**src/rtl/extint_pkg.sv**
```systemverilog
package extint_pkg;

  localparam int NUM_LINES = 4;

  typedef enum logic [1:0] {
    SENSE_HIGH = 2'd0,
    SENSE_RISE = 2'd1,
    SENSE_FALL = 2'd2,
    SENSE_LOW  = 2'd3
  } senseT;

  // Per-line strobes and settings passed from control to datapath
  typedef struct packed {
    senseT sense;
    logic  enable;
    logic  ackClr;
  } lineCfgT;

endpackage

```
**src/rtl/extint_ctrl_regs.sv**
```systemverilog
module extint_ctrl_regs
  import extint_pkg::*;
#(
  parameter int REG_WIDTH = 32,
  parameter int ENA_TOP   = 11,
  parameter int ACK_TOP   = 27,
  parameter int SENSE_TOP = 23
) (
  input  logic                            clk,
  input  logic                            rstN,
  input  logic                            busSel,
  input  logic                            busWrite,
  input  logic [REG_WIDTH-1:0]            busWdata,
  output logic [REG_WIDTH-1:0]            busRdata,
  output lineCfgT [NUM_LINES-1:0]         lineCfg
);

  localparam int ACK_LOW = ACK_TOP - NUM_LINES + 1;

  function automatic logic [REG_WIDTH-1:0] ackMaskFn();
    logic [REG_WIDTH-1:0] m;
    m = '0;
    for (int i = ACK_LOW; i <= ACK_TOP; i++) m[i] = 1'b1;
    return m;
  endfunction

  localparam logic [REG_WIDTH-1:0] ACK_MASK = ackMaskFn();

  logic [REG_WIDTH-1:0] ctrlQ;
  logic                 writeHit;

  assign writeHit = busSel & busWrite;

  always_ff @(posedge clk) begin
    if (!rstN) begin
      ctrlQ <= '0;
    end else if (writeHit) begin
      ctrlQ <= busWdata & ~ACK_MASK;
    end
  end

  assign busRdata = ctrlQ;

  for (genvar n = 0; n < NUM_LINES; n++) begin : gLineCfg
    localparam int SLO = SENSE_TOP - 1 - 2 * n;
    assign lineCfg[n].sense  = senseT'(ctrlQ[SLO +: 2]);
    assign lineCfg[n].enable = ctrlQ[ENA_TOP - n];
    assign lineCfg[n].ackClr = writeHit & busWdata[ACK_TOP - n];
  end

endmodule

```
**src/rtl/extint_sync.sv**
```systemverilog
module extint_sync #(
  parameter int STAGES = 2
) (
  input  logic clk,
  input  logic rstN,
  input  logic pinAsync,
  output logic syncOut,
  output logic prevOut
);

  logic [STAGES:0] chainQ;

  always_ff @(posedge clk) begin
    if (!rstN) chainQ <= '0;
    else       chainQ <= {chainQ[STAGES-1:0], pinAsync};
  end

  assign syncOut = chainQ[STAGES-1];
  assign prevOut = chainQ[STAGES];

endmodule

```
**src/rtl/extint_line.sv**
```systemverilog
module extint_line
  import extint_pkg::*;
(
  input  logic    clk,
  input  logic    rstN,
  input  lineCfgT cfg,
  input  logic    syncIn,
  input  logic    prevIn,
  output logic    req
);

  logic riseSeen;
  logic fallSeen;
  logic eventHit;
  logic latchQ;
  logic rawReq;

  assign riseSeen = syncIn & ~prevIn;
  assign fallSeen = ~syncIn & prevIn;
  assign eventHit = ((cfg.sense == SENSE_RISE) & riseSeen) |
                    ((cfg.sense == SENSE_FALL) & fallSeen);

  // A fresh event outranks a simultaneous acknowledge
  always_ff @(posedge clk) begin
    if (!rstN)            latchQ <= 1'b0;
    else if (eventHit)    latchQ <= 1'b1;
    else if (cfg.ackClr)  latchQ <= 1'b0;
  end

  always_comb begin
    unique case (cfg.sense)
      SENSE_HIGH: rawReq = syncIn;
      SENSE_LOW:  rawReq = ~syncIn;
      default:    rawReq = latchQ;
    endcase
  end

  assign req = cfg.enable & rawReq;

endmodule

```
**src/rtl/extint_sense_ctrl.sv**
```systemverilog
module extint_sense_ctrl
  import extint_pkg::*;
#(
  parameter int REG_WIDTH   = 32,
  parameter int SYNC_STAGES = 2
) (
  input  logic                 clk,
  input  logic                 rstN,
  input  logic                 busSel,
  input  logic                 busWrite,
  input  logic [REG_WIDTH-1:0] busWdata,
  output logic [REG_WIDTH-1:0] busRdata,
  input  logic [3:0]           pinIn,
  output logic [3:0]           reqOut
);

  lineCfgT [NUM_LINES-1:0] lineCfg;
  logic    [NUM_LINES-1:0] syncVal;
  logic    [NUM_LINES-1:0] prevVal;

  extint_ctrl_regs #(.REG_WIDTH(REG_WIDTH)) uRegs (
    .clk      (clk),
    .rstN     (rstN),
    .busSel   (busSel),
    .busWrite (busWrite),
    .busWdata (busWdata),
    .busRdata (busRdata),
    .lineCfg  (lineCfg)
  );

  for (genvar n = 0; n < NUM_LINES; n++) begin : gLine
    extint_sync #(.STAGES(SYNC_STAGES)) uSync (
      .clk      (clk),
      .rstN     (rstN),
      .pinAsync (pinIn[n]),
      .syncOut  (syncVal[n]),
      .prevOut  (prevVal[n])
    );

    extint_line uLine (
      .clk    (clk),
      .rstN   (rstN),
      .cfg    (lineCfg[n]),
      .syncIn (syncVal[n]),
      .prevIn (prevVal[n]),
      .req    (reqOut[n])
    );
  end

endmodule

```
**config.mk**
```make
export PLATFORM = sky130hd
export DESIGN_NAME = extint_sense_ctrl
export DESIGN_NICKNAME = d
export VERILOG_FILES = /design/src/rtl/extint_pkg.sv /design/src/rtl/extint_ctrl_regs.sv /design/src/rtl/extint_sync.sv /design/src/rtl/extint_line.sv /design/src/rtl/extint_sense_ctrl.sv
export SDC_FILE = /design/constraint.sdc
export NUM_CORES = 1
export LEC_CHECK = 0
export ABC_CLOCK_PERIOD_IN_PS = 1570
export BUFFER_PORTS_ARGS = -buffer_cell sky130_fd_sc_hd__buf_2
export CELL_PAD_IN_SITES_DETAIL_PLACEMENT = 0
export CELL_PAD_IN_SITES_GLOBAL_PLACEMENT = 1
export CORE_MARGIN = 8
export CORE_UTILIZATION = 36
export DETAILED_ROUTE_END_ITERATION = 8
export PLACE_DENSITY = 0.89
export SYNTH_ARGS = -nofsm -noshare
export SYNTH_HDL_FRONTEND = slang
export SYNTH_HIERARCHICAL = 1
export SYNTH_SLANG_ARGS = --single-unit
```
**constraint.sdc**
```tcl
create_clock -name clk -period 1.57 [get_ports clk]
set_input_delay 0.2355 -clock clk [delete_from_list [all_inputs] [get_ports clk]]
set_output_delay 0.2355 -clock clk [all_outputs]
set_load 0.01 [all_outputs]
```
==> impl_metrics.yaml <==
status:
  run_status: "finished with violations"
  violations: "negative setup slack"
worst_setup_path:
  crit_buf_inv: 1
  critical_path_required_ns: 1.33
  endpoint_kind: "output pin"
  r2r_slack_ns: 0.08
  crit_cells: 4
  reg2reg_from: "uRegs/busRdata[16]"
  path_cells: "ha_2 -> mux2_4 -> o211a_1 -> buf_6"
  cp_top_family: "flip-flops"
  cp_slowest_cell: "dfxtp_4"
  startpoint_type: "flip-flop"
  critPathKind: "flip-flop to output pin"
  max_stage_delay_ns: 0.37
  reg2reg_depth: 10
  critPathMaxFanout: 4
  critPathArrivalTime_ns: 1.46
  reg2reg_to: "gLine[3].uLine/latchQ"
clock_tree:
  cts-buffers-inserted: 5
  cts.sinks: 44
  clockBufferDepth: 2
  clk_latency_ns: 0.29
  htreeDepth: 2
  ctsRootBufferMaster: "clkbuf_8"
  tritoncts: "yes"
  clk_pin_slew_ns: 0.08
logic_synthesis:
  ys_seq_area_share_pct: 40.9
  synthAdderAreaFrac_pct: 9.29
  ys_top_cells_by_area: "dfxtp_1 41%, ha_1 9.3%, nand4_1 8.1%"
  synth.area.mux_share_pct: 2.09
  synth-seq-cells: 44
  synth_cells: 229
  avgSynthCellArea_um2: 9.41
  synthXorXnorAreaFrac_pct: 0
  synth_top_area_share_pct: 40.9
  yosysTopAreaCell: "dfxtp_1"
  yosys_warnings: 6
  syn_area_mm2: 0.00215
  synth_cell_types: 20
  synth_top_family_by_area: "simple AND/OR/NAND/NOR gates"
  synthSimpleGateAreaFrac_pct: 24.7
  synth_compound_area_share_pct: 11.8
floorplanning:
  io_pins: 76
  die_y_um: 93.4
  design.die.area_mm2: 0.00872
  die_x_um: 93.4
  core_mm2: 0.00585
  rows: 28
  start_util_pct: 36.8
sta:
  hold_violations: 0
  clock_skew_ns: 0.00180
  fmax_mhz: 590
  finalCriticalPeriod_ns: 1.69
  slew_violations: 0
  setup_viol: 4
  rsz0062_at_grt: "yes"
  min_period_over_period_pct: 108
  whs_ns: 0.146
  fin_ws_ns: -0.124
layout:
  syn_to_final_growth_pct: 35.4
  n_fill_cell: 562
  postLayoutCoreUtil_pct: 49.9
  layout.nets: 369
  drive_above_1_share_pct: 50.6
  antennaDiodeCount: 0
  final_common_cell: "buf_2"
  final_cell_mix: "69 x buf_2, 36 x dfxtp_1, 28 x nand2_1, 28 x nand4_1, 25 x buf_4"
detailed_routing:
  drt-initial-drc-count: 95
  firstDrtPassIters: 4
  drc: 0
  wl_per_cell_um: 15.0
  wl_um: 5820
  routed_via_density: 4.83
  drtAntennaViolNets: 0
  vias: 1877
power_and_ir_drop:
  ir_drop_mv: 0.421
  powerDensity_mw_per_mm2: 790
  power_leakage_nw: 1.38
  p_total_mw: 2.30
global_routing:
  grt_antenna_before_repair: 0
  grt_use_total_pct: 13.6
  grt_remaining_overflow: 0
  grt_pass1_wl_um: 9540
  grt_pass1_vias: 1968
  grt_max_degree: 81
run:
  cap_violations: 0
placed_design:
  place.gp.congestion: 0.745
  port_buffers: 71
  dp_hpwl_um: 3800
worst_hold_path:
  holdPathEnd: "gLine[2].uSync/chainQ[0]"
  hold-path-cell-count: 2
  hp-class: "input pin to flip-flop"
  min_from: "pinIn[2]"
-- worst register-to-register path, cell delays in order, from the launching register on --
cell and delay, ns:
dfxtp_2 0.37, inv_2 0.06, buf_6 0.11, buf_4 0.11
buf_4 0.12, buf_6 0.11, buf_6 0.10, buf_6 0.10
ha_4 0.14, nand4b_1 0.08, nand3_1 0.07
-- where the power goes --
group          internal (mW)  switching (mW)
combinational          0.188           0.196
clock                  0.359           0.362
sequential              1.16          0.0343
total                   1.71           0.592
-- area by class of cell --
class,count,area [um^2],share of cell area (%)
tap,75,93.8,3.22
inverter,8,35.0,1.20
timing repair buffer,105,666,22.8
sequential,44,898,30.8
clock buffer,8,90.1,3.09
multi-input combinational,149,1130,38.9
-- synthesized netlist by cell type --
library cell	instances
and2_1	13
and3_1	4
buf_2	7
buf_4	16
buf_6	3
clkbuf_1	5
conb_1	1
dfxtp_1	44
ha_1	16
inv_1	8
mux2_1	4
nand2_1	28
nand2b_1	4
nand3_1	4
nand3b_1	4
nand4_1	28
nand4b_1	8
o211a_1	4
o21ai_1	8
o21ai_2	20
-- registers in the layout (all words and copies together) (netlist names) --
| name | flops |
|---|---|
| uRegs/busRdata | 28 |
| gLine.uSync/chainQ | 12 |
| gLine.uLine/latchQ | 4 |
-- how the worst max path moves through the flow --
stage,endpoint,start,slack (ns)
floorplan,reqOut[0],uRegs/busRdata[22],0.09
global placement,reqOut[2],uRegs/busRdata[18],0.1
detailed placement,reqOut[0],uRegs/busRdata[22],0.05
CTS,reqOut[1],uRegs/busRdata[20],-0.14
global route,reqOut[1],uRegs/busRdata[20],-0.18
finish,reqOut[1],uRegs/busRdata[20],-0.12
-- what timing repair did --
item                                    CTS  global route
resized for setup                        40             8
pin swaps                                12             6
endpoints found under the setup margin    4             6
cloned                                    0             0
hold buffers                              0             0
setup buffers                            26             3
-- per-stage QoR --
step	std cells	TNS, ns	area [um^2]	worst slack [ns]
2_1_floorplan	232	0	2170	0.0916
3_3_place_gp	354	0	2470	0.0965
3_5_place_dp	354	0	2470	0.0453
4_1_cts	388	-0.512	2880	-0.139
5_1_grt	389	-0.663	2920	-0.180
6_report	389	-0.452	2920	-0.124
-- per-layer routing --
layer	global-route usage, %	vias to the layer above	share of wire, %
met3	4.65	5	5.7
met5	0	-	0
met2	23.3	56	50
met4	4.70	0	1.2
li1	-	952	-
met1	15.4	864	43
-- logic make-up (layout without fill, tap and decap cells) --
family,after synthesis,after routing
mux,4,4
fa+ha+maj,16,16
compound gates,32,32
other cells,1,4
flops,44,44
buf+inv,39,121
simple gates,93,93
(Power assumes the default switching activity.)
